--- config.mk ---
export PLATFORM = sky130hd
export DESIGN_NAME = phy_irq_ctrl
export DESIGN_NICKNAME = d
export VERILOG_FILES = /design/src/rtl/phy_irq_pkg.sv /design/src/rtl/pie_change_det.sv /design/src/rtl/pie_rise_any.sv /design/src/rtl/pie_status_reg.sv /design/src/rtl/pie_irq_gate.sv /design/src/rtl/phy_irq_ctrl.sv
export SDC_FILE = /design/constraint.sdc
export NUM_CORES = 1
export LEC_CHECK = 0
export BUFFER_PORTS_ARGS = -buffer_cell sky130_fd_sc_hd__buf_4
export CAP_MARGIN = 20
export CORE_UTILIZATION = 45
export CTS_BUF_LIST = sky130_fd_sc_hd__clkbuf_4
export CTS_CLUSTER_DIAMETER = 50
export DETAILED_ROUTE_END_ITERATION = 16
export PLACE_DENSITY_LB_ADDON = 0.12
export REMOVE_ABC_BUFFERS = 1
export SLEW_MARGIN = 20
export SYNTH_ARGS = -nofsm -noshare
export SYNTH_HDL_FRONTEND = slang
export SYNTH_SLANG_ARGS = --single-unit
--- constraint.sdc ---
create_clock -name clk -period 1.1 [get_ports clk]
set_clock_uncertainty 0.2 [all_clocks]
set_input_delay 0.275 -clock clk [delete_from_list [all_inputs] [get_ports clk]]
set_output_delay 0.275 -clock clk [all_outputs]
set_load 0.05 [all_outputs]
--- src/rtl/phy_irq_pkg.sv ---
package phy_irq_pkg;
  localparam int EV_LINK    = 0;
  localparam int EV_SPEED   = 1;
  localparam int EV_DUPLEX  = 2;
  localparam int EV_ENERGY  = 3;
  localparam int EV_ANDONE  = 4;
  localparam int EV_CNTHALF = 5;
  localparam int NUM_LVL    = 4;
  localparam int NUM_EV     = 6;
  typedef logic [NUM_EV-1:0] ev_vec_t;
endpackage

--- src/rtl/pie_change_det.sv ---
// Either-edge change detector for level inputs; first edge after reset arms only.
module pie_change_det #(
  parameter int W = 4
) (
  input  logic         clk,
  input  logic         rst_n,
  input  logic [W-1:0] lvl_i,
  output logic [W-1:0] chg_o
);
  logic armed_q;
  logic [W-1:0] prev_q;

  always_ff @(posedge clk or negedge rst_n) begin
    if (!rst_n) armed_q <= 1'b0;
    else        armed_q <= 1'b1;
  end

  for (genvar i = 0; i < W; i++) begin : g_bit
    always_ff @(posedge clk or negedge rst_n) begin
      if (!rst_n) prev_q[i] <= 1'b0;
      else        prev_q[i] <= lvl_i[i];
    end
    always_comb chg_o[i] = armed_q & (lvl_i[i] ^ prev_q[i]);
  end
endmodule

--- src/rtl/pie_rise_any.sv ---
// Raises one event when any counter MSB goes low to high.
module pie_rise_any #(
  parameter int N = 2
) (
  input  logic         clk,
  input  logic         rst_n,
  input  logic [N-1:0] msb_i,
  output logic         rise_o
);
  logic armed_q;
  logic [N-1:0] prev_q;
  logic [N-1:0] rise;

  always_ff @(posedge clk or negedge rst_n) begin
    if (!rst_n) begin
      armed_q <= 1'b0;
      prev_q  <= '0;
    end else begin
      armed_q <= 1'b1;
      prev_q  <= msb_i;
    end
  end

  always_comb begin
    rise   = msb_i & ~prev_q;
    rise_o = armed_q & (|rise);
  end
endmodule

--- src/rtl/pie_status_reg.sv ---
// Sticky status flags; a read clears all, same-cycle events survive.
module pie_status_reg #(
  parameter int W = 6
) (
  input  logic         clk,
  input  logic         rst_n,
  input  logic [W-1:0] ev_i,
  input  logic         clr_i,
  output logic [W-1:0] stat_o
);
  logic [W-1:0] stat_q, stat_d;

  always_comb begin
    stat_d = (clr_i ? '0 : stat_q) | ev_i;
  end

  always_ff @(posedge clk or negedge rst_n) begin
    if (!rst_n) stat_q <= '0;
    else        stat_q <= stat_d;
  end

  assign stat_o = stat_q;
endmodule

--- src/rtl/pie_irq_gate.sv ---
// Per-event and global enables; active-low interrupt from registered state.
module pie_irq_gate #(
  parameter int W = 6
) (
  input  logic         clk,
  input  logic         rst_n,
  input  logic         en_wr_i,
  input  logic [W-1:0] en_wdata_i,
  input  logic         gie_wr_i,
  input  logic         gie_wdata_i,
  input  logic [W-1:0] stat_i,
  output logic         irq_n_o
);
  logic [W-1:0] en_q, en_d;
  logic         gie_q, gie_d;

  always_comb begin
    en_d  = en_wr_i  ? en_wdata_i  : en_q;
    gie_d = gie_wr_i ? gie_wdata_i : gie_q;
  end

  always_ff @(posedge clk or negedge rst_n) begin
    if (!rst_n) begin
      en_q  <= '0;
      gie_q <= 1'b0;
    end else begin
      en_q  <= en_d;
      gie_q <= gie_d;
    end
  end

  assign irq_n_o = ~(gie_q & (|(stat_i & en_q)));
endmodule

--- src/rtl/phy_irq_ctrl.sv ---
module phy_irq_ctrl
  import phy_irq_pkg::*;
#(
  parameter int NUM_CNT = 2
) (
  input  logic               clk,
  input  logic               rst_n,
  input  logic               link_up_i,
  input  logic               speed_100_i,
  input  logic               full_dup_i,
  input  logic               energy_i,
  input  logic               an_done_i,
  input  logic [NUM_CNT-1:0] cnt_msb_i,
  input  logic               en_wr_i,
  input  logic [NUM_EV-1:0]  en_wdata_i,
  input  logic               gie_wr_i,
  input  logic               gie_wdata_i,
  input  logic               stat_rd_i,
  output logic [NUM_EV-1:0]  stat_o,
  output logic               irq_n_o
);
  logic [NUM_LVL-1:0] lvl, lvl_chg;
  logic               cnt_half;
  ev_vec_t            ev;

  always_comb begin
    lvl            = '0;
    lvl[EV_LINK]   = link_up_i;
    lvl[EV_SPEED]  = speed_100_i;
    lvl[EV_DUPLEX] = full_dup_i;
    lvl[EV_ENERGY] = energy_i;
  end

  pie_change_det #(.W(NUM_LVL)) u_chg (
    .clk(clk), .rst_n(rst_n), .lvl_i(lvl), .chg_o(lvl_chg)
  );

  pie_rise_any #(.N(NUM_CNT)) u_cnt (
    .clk(clk), .rst_n(rst_n), .msb_i(cnt_msb_i), .rise_o(cnt_half)
  );

  always_comb begin
    ev                = '0;
    ev[NUM_LVL-1:0]   = lvl_chg;
    ev[EV_ANDONE]     = an_done_i;
    ev[EV_CNTHALF]    = cnt_half;
  end

  pie_status_reg #(.W(NUM_EV)) u_stat (
    .clk(clk), .rst_n(rst_n), .ev_i(ev), .clr_i(stat_rd_i), .stat_o(stat_o)
  );

  pie_irq_gate #(.W(NUM_EV)) u_gate (
    .clk(clk), .rst_n(rst_n), .en_wr_i(en_wr_i), .en_wdata_i(en_wdata_i),
    .gie_wr_i(gie_wr_i), .gie_wdata_i(gie_wdata_i), .stat_i(stat_o),
    .irq_n_o(irq_n_o)
  );
endmodule

After elaboration in Yosys (flattened, before gate mapping)
Cells that the tools add are included.

Bitwise operators: 15. Reduce and logical (&&, ||, !) cells: 2. Muxes and demuxes: 1.

Operators with widths (number): 1-bit AND (6); 6-bit AND (1); 6-bit 2-to-1 mux (1); 6-bit bitwise OR (1); 6-bit OR reduction (1); 1-bit XOR (4); 2-bit AND (1); 2-bit inverter (1); 2-bit OR reduction (1); 1-bit inverter (1).

Output and inout bits: 7. Logic and storage cells: 27. Input port bits: 19. Register bits after elaboration: 20.

Longest topological paths before layout
Gate-level depths: netlist of run 1.

Depth after elaboration: 5. Gate-level depth with buffers: 3. Depth with buffers taken out: 3.

Modules after synthesis
Synthesis of run 1 repeated with hierarchy kept, for this count alone.

Cell total of the unflattened synthesis: 53. Area total of the unflattened synthesis: 794.5 um^2.

By module, submodules not included: pie_irq_gate (times used 1, seq. area each 175.2 um^2, cells each 19, area each 304.0 um^2); pie_status_reg (times used 1, seq. area each 150.1 um^2, cells each 13, area each 198.9 um^2); pie_change_det (times used 1, seq. area each 125.1 um^2, cells each 14, area each 188.9 um^2); pie_rise_any (times used 1, seq. area each 75.1 um^2, cells each 7, area each 102.6 um^2).

Worst setup path before layout of run 1
OpenSTA, ideal clock, no wires.

Path type: register to output. From: register u_stat.stat_q[1] (netlist: u_stat.stat_o[1]). To: output port irq_n_o. Cell stages (with the launch flop): 4. Setup slack: -0.595 ns. Buffers on the path: 0. Required time: 0.625 ns. Arrival: 1.220 ns. Path through: dfrtp_1 -> a22oi_1 -> nand3_1 -> nand2_1.

Word-level cells in the longest chain between the ends: 4.

RTL lines: from (decl) (line pie_status_reg.sv:11) `logic [W-1:0] stat_q, stat_d;`; from (signal assigned) (line pie_status_reg.sv:19) `else stat_q <= stat_d;`; 6-bit AND (line pie_irq_gate.sv:32) `assign irq_n_o = ~(gie_q & (|(stat_i & en_q)));`; 6-bit OR reduction (line pie_irq_gate.sv:32); 1-bit AND (line pie_irq_gate.sv:32); 1-bit inverter (line pie_irq_gate.sv:32); to (decl) (line phy_irq_ctrl.sv:20) `output logic irq_n_o`.

Every way passes these cells.

Worst setup path in the final report of run 1
Ends and elaborated chain as after synthesis.

==> impl_metrics.json, run 1 <==
{
  "required_ns": 0.62,
  "worstHoldStart": "en_wdata_i[0]",
  "clkSlewWorstSetupHoldPaths_ns": 0.11,
  "antenna_left": 0,
  "synthCells": 48,
  "yosysTopAreaCellShare_pct": 66.6,
  "final_max_slew_viol_count": 0,
  "ios": 26,
  "drc": 0,
  "nets": 112,
  "seq_area_um2": 500,
  "violations": "setup timing",
  "critPathMaxFanout": 2,
  "firstDrtPassIters": 3,
  "seq_area_frac_synth_pct": 66.6,
  "cts_root_buffer": "clkbuf_4",
  "rsz0062_at_grt": "true",
  "hold_end": "u_gate.en_q[0]",
  "ff2ff_path_depth": 3,
  "fillers": 103,
  "ys_seq_elements": 20,
  "clk_path_buf_depth": 2,
  "die_w_um": 42.9,
  "r2r_start": "u_stat.stat_o[2]",
  "gp_congestion": 0.786,
  "r2r_end": "u_stat.stat_o[2]",
  "grtUsageTotal_pct": 18.7,
  "h-tree-depth": 1,
  "routedWlPerCell_um": 13.5,
  "core_area_mm2": 0.00154,
  "clk_latency_ns": 0.29,
  "cp_data_arrival_time_ns": 1.24,
  "die_h_um": 42.9,
  "grt_pass1_vias": 567,
  "hpwlAfterDp_um": 899,
  "cts_tree": "done",
  "synth_warnings": 0,
  "holdCritPathClass": "in -> reg",
  "cts.sinks": 20,
  "start_kind": "register",
  "yosys-top-cells-area": "dfrtp_1 (67%), mux2_4 (12%), a22o_1 (5.8%)",
  "final_cell_area_mm2": 0.00119,
  "fmax_mhz": 584,
  "layout_worst_path_cycle_share_pct": 156,
  "dp.cells": 94,
  "finalWirelength_mm": 1.46,
  "cts_buffers": 3,
  "die_area_mm2": 0.00184,
  "final_hold_viol_count": 0,
  "grt_max_degree": 21,
  "fin_ws_ns": -0.611,
  "rrSetupSlack_ns": -0.06,
  "yosys.area.top_type": "dfrtp_1",
  "antennaDiodeCount": 0,
  "hold_depth": 2,
  "grt_first_pass_wirelength_mm": 2.50,
  "area_growth_pct": 58.9,
  "holdBufCountCts": 8,
  "via_per_inst": 4.91,
  "maxCapViolCount": 0,
  "worstSetupPathType": "reg -> out",
  "worstSetupEndpointType": "primary output",
  "multi_input_area_um2": 239,
  "ys_types": 13,
  "rows": 14,
  "dpl_worst_slack_ns": -0.319,
  "grt_overflow_total": 0,
  "final_cells": 108,
  "initial_core_util_pct": 48.8,
  "syn_area_um2": 752,
  "min_period_ns": 1.71,
  "p_leak_uw": 0.000605,
  "ir_drop_mv": 1.02,
  "powerDensity_mw_per_mm2": 1390,
  "avgSynthCellArea_um2": 15.7,
  "first_iter_violations": 3,
  "postPlaceCellArea_um2": 993,
  "final_layout_size_suffix_gt1_share_pct": 48.9,
  "buffer_ports.inserted": 25,
  "setup_viol": 9,
  "status": "finished, violations left",
  "antenna_found_initial": 0,
  "via_count": 530
}
==> synth_stat cells <==
cell type / count
a21o_1: 1
a22o_1: 5
a22oi_1: 3
buf_6: 1
conb_1: 1
dfrtp_1: 20
inv_1: 3
mux2_2: 1
mux2_4: 6
nand2_1: 1
nand3_1: 1
o22ai_1: 1
xor2_1: 4
==> placed cells by master (no fill, tap or decap), types with 2 or more instances in the layout <==
cell,n
buf_8,6
clkbuf_4,3
dlygate4sd3_1,7
mux2_4,6
dfrtp_1,20
a22o_1,5
buf_4,21
a22oi_2,2
buf_6,6
inv_1,3
xor2_1,4
==> area by class of cell <==
class | count | area share, %
Clock buffer | 3 | 1.88
Clock inverter | 1 | 0.314
Inverter | 3 | 0.942
Multi-Input combinational cell | 24 | 20.0
Sequential cell | 20 | 41.9
Tap cell | 16 | 1.68
Timing Repair Buffer | 41 | 33.3
==> worst max path at each step <==
stage | from | end | slack [ns]
after CTS | u_gate.en_q[2] | irq_n_o | -0.60
after detailed placement | u_gate.en_q[1] | irq_n_o | -0.32
after global routing | u_gate.en_q[2] | irq_n_o | -0.68
after global placement | u_gate.en_q[2] | irq_n_o | -0.29
after floorplan | u_stat.stat_o[1] | irq_n_o | -0.59
final | u_stat.stat_o[1] | irq_n_o | -0.61
==> flip-flops by register name, indices dropped and copies added, names as in the netlist <==
signal / cells
u_gate.en_q: 6
u_stat.stat_o: 6
u_chg.prev_q: 4
u_cnt.prev_q: 2
u_cnt.armed_q: 1
u_gate.gie_q: 1
==> timing repair <==
item | CTS | global route
setup endpoints to repair | 7 | 10
pin swaps | 3 | 1
buffers inserted | 2 | 3
resized for setup | 19 | 3
hold endpoints to repair | 27 | 4
==> metrics by stage <==
stage	setup TNS (ns)	power [uW]	hold WS [ns]	util, %
global placement	-0.586	1220	-0.0372	64.4
global route	-3.15	1740	-0.00903	77.5
CTS	-2.70	1660	0.00159	76.6
floorplan	-0.882	1050	-0.221	-
detailed placement	-0.603	1220	-0.0357	64.4
finish	-2.76	1660	0.00947	77.5
==> layer usage <==
layer | global-route usage [%] | share of wire (%) | up-vias
li1 | - | - | 256
met4 | 5.63 | 0 | 0
met3 | 4.68 | 6.0 | 0
met2 | 29.1 | 48 | 17
met5 | 0 | 0 | -
met1 | 26.0 | 46 | 257
==> worst max-delay path: stages, from the launching register on <==
cell     delay [ns]
dfrtp_1        0.42
a22oi_2        0.19
nand3_1        0.10
nand2_1        0.08
buf_6          0.15
==> logic make-up (layout without fill, tap and decap cells) <==
logic type / Yosys count / in the layout / synth area share (%)
flip-flops: 20 / 20 / 66.6
AO/OA/AOI/OAI: 10 / 10 / 10.6
multiplexers: 7 / 7 / 13.5
XOR/XNOR: 4 / 4 / 4.66
buffers and inverters: 4 / 48 / 2.99
AND/OR/NAND/NOR: 2 / 2 / 1.16
other: 1 / 1 / 0.499
==> power breakdown <==
part	internal (uW)	total, uW	switching (uW)
sequential	798	843	44.9
clock	132	342	210
combinational	264	478	214
total	1190	1660	469
Power figures use the tool's default switching activity.
==> inputs of run 2 (changes only) <==
--- a/config.mk
+++ b/config.mk
@@ -11,6 +11,7 @@
 export CTS_BUF_LIST = sky130_fd_sc_hd__clkbuf_4
 export CTS_CLUSTER_DIAMETER = 50
 export DETAILED_ROUTE_END_ITERATION = 16
+export GPL_TIMING_DRIVEN = 0
 export PLACE_DENSITY_LB_ADDON = 0.12
 export REMOVE_ABC_BUFFERS = 1
 export SLEW_MARGIN = 20
==> impl_metrics.json, run 2 (synthesis gave the netlist of run 1 again) <==
{
  "via_per_inst": 4.96,
  "final_max_slew_viol_count": 0,
  "min_period_ns": 1.71,
  "powerDensity_mw_per_mm2": 1580,
  "final_common_cell": "dfrtp_1",
  "final_cells": 104,
  "ff2ff_path_depth": 2,
  "hold_end": "u_gate.en_q[5]",
  "required_ns": 0.62,
  "hold_depth": 2,
  "first_iter_violations": 1,
  "grt_overflow_total": 0,
  "antenna_left": 0,
  "nets": 108,
  "fmax_mhz": 583,
  "worstHoldStart": "en_wdata_i[5]",
  "fin_util_pct": 75.9,
  "core_area_mm2": 0.00154,
  "area_growth_pct": 55.6,
  "cts_buffers": 3,
  "finalWirelength_mm": 1.46,
  "swShare_pct": 24.8,
  "cts_tree": "done",
  "initial_core_util_pct": 48.8,
  "p_int_uw": 1390,
  "drc": 0,
  "die_h_um": 42.9,
  "ios": 26,
  "setup-tns-final_ns": -2.45,
  "h-tree-depth": 1,
  "slowest_delay_ns": 0.42,
  "power_switching_uw": 459,
  "grt_pass1_vias": 515,
  "gp_congestion": 0.758,
  "slowest_stage": "dfrtp_1",
  "grt_first_pass_wirelength_mm": 2.39,
  "antenna_found_initial": 0,
  "final_hold_viol_count": 0,
  "holdCritPathClass": "in -> reg",
  "firstDrtPassIters": 2,
  "violations": "setup timing",
  "critPathMaxFanout": 3,
  "status": "finished, violations left",
  "die_area_mm2": 0.00184,
  "busiest_layer": "met2",
  "use_met3_pct": 7.66,
  "holdWs_ns": 0.0115,
  "grtUsageTotal_pct": 18.8,
  "holdBufCountCts": 8,
  "layout_common_cells": "dfrtp_1 (20), buf_4 (19), dlygate4sd3_1 (8), buf_6 (7), mux2_4 (6)",
  "met2_usage_pct": 32.1,
  "layout_worst_path_cycle_share_pct": 156,
  "clk_latency_ns": 0.29,
  "cp_data_arrival_time_ns": 1.24,
  "p_leak_uw": 0.000582,
  "clk_path_buf_depth": 2,
  "rows": 14,
  "worstSetupPathType": "reg -> out",
  "cts.sinks": 20,
  "ir_drop_mv": 1.06,
  "dpl_worst_slack_ns": -0.347,
  "buffer_ports.inserted": 25,
  "clkSlewWorstSetupHoldPaths_ns": 0.11,
  "rsz0062_at_grt": "true",
  "r2r_end": "u_gate.en_q[2]",
  "dp.cells": 88,
  "maxCapViolCount": 0,
  "via_count": 516,
  "cts_root_buffer": "clkbuf_4",
  "grt_max_degree": 21,
  "rrSetupSlack_ns": 0,
  "final_layout_size_suffix_gt1_share_pct": 47.7,
  "routedWlPerCell_um": 14.0,
  "seqPwrFrac_pct": 45.7,
  "crit_chain": "a22oi_1 > nand3_1 > nand2_1 > buf_6",
  "start_kind": "register",
  "die_w_um": 42.9,
  "worstSetupEndpointType": "primary output",
  "antennaDiodeCount": 0,
  "fin_ws_ns": -0.614,
  "clkPwrFrac_pct": 31.2,
  "combPwrFrac_pct": 23.2,
  "setup_viol": 8,
  "grtUsageMet1_pct": 22.1,
  "r2r_start": "u_gate.en_q[2]"
}
==> run 2: cell count changes in the layout (fill, tap and decap cells not counted) <==
| cell | delta |
|---|---|
| clkinv_1 | -1 |
| dlygate4sd3_1 | +1 |
| buf_4 | -2 |
| bufinv_16 | +1 |
| buf_6 | +1 |
| dlymetal6s4s_1 | -1 |
| buf_8 | -3 |
==> run 2: through the flow <==
stage	power (uW)	instance area, um^2
floorplan	1050	741
global placement	1180	948
detailed placement	1190	948
CTS	1840	1130
global route	1930	1170
finish	1850	1170
==> run 2: power by group through the flow <==
stage / logic (uW) / clock network, uW / registers (uW)
floorplan: 115 / 0 / 931
global placement: 330 / 0 / 853
detailed placement: 334 / 0 / 855
CTS: 404 / 597 / 842
global route: 454 / 625 / 852
finish: 429 / 577 / 845
==> run 2: cell type report <==
type / count / area (um^2)
flip-flops and latches: 20 / 500
fillers: 105 / 372
repair buffers: 37 / 347
multi-input cells: 24 / 239
clock inverters: 1 / 30.0
clock buffers: 3 / 22.5
well taps: 16 / 20.0
inverters: 3 / 11.3
==> run 2: worst max-delay path, delay by kind of cell, from the launching register on <==
kind	cells	cell delay, ns
flops	1	0.42
compound gates	1	0.18
simple gates	2	0.19
buf+inv	1	0.15
==> run 2: repair_timing <==
item,CTS,global route
gates resized for setup,9,6
pin swaps,3,1
setup buffers,2,2
endpoints found under the hold margin,28,4
endpoints found under the setup margin,7,7
==> run 2: worst max-delay path by stage <==
stage	slack, ns	to	from
4_1_cts	-0.62	irq_n_o	u_stat.stat_o[2]
2_1_floorplan	-0.59	irq_n_o	u_stat.stat_o[1]
3_5_place_dp	-0.35	irq_n_o	u_stat.stat_o[2]
3_3_place_gp	-0.34	irq_n_o	u_stat.stat_o[2]
6_report	-0.61	irq_n_o	u_stat.stat_o[1]
5_1_grt	-0.69	irq_n_o	u_gate.en_q[2]
==> run 2: metal layers <==
layer	vias to the layer above	wire [um]
met5	-	0
met4	0	0
met3	0	79
met2	19	786
met1	249	594
li1	248	-
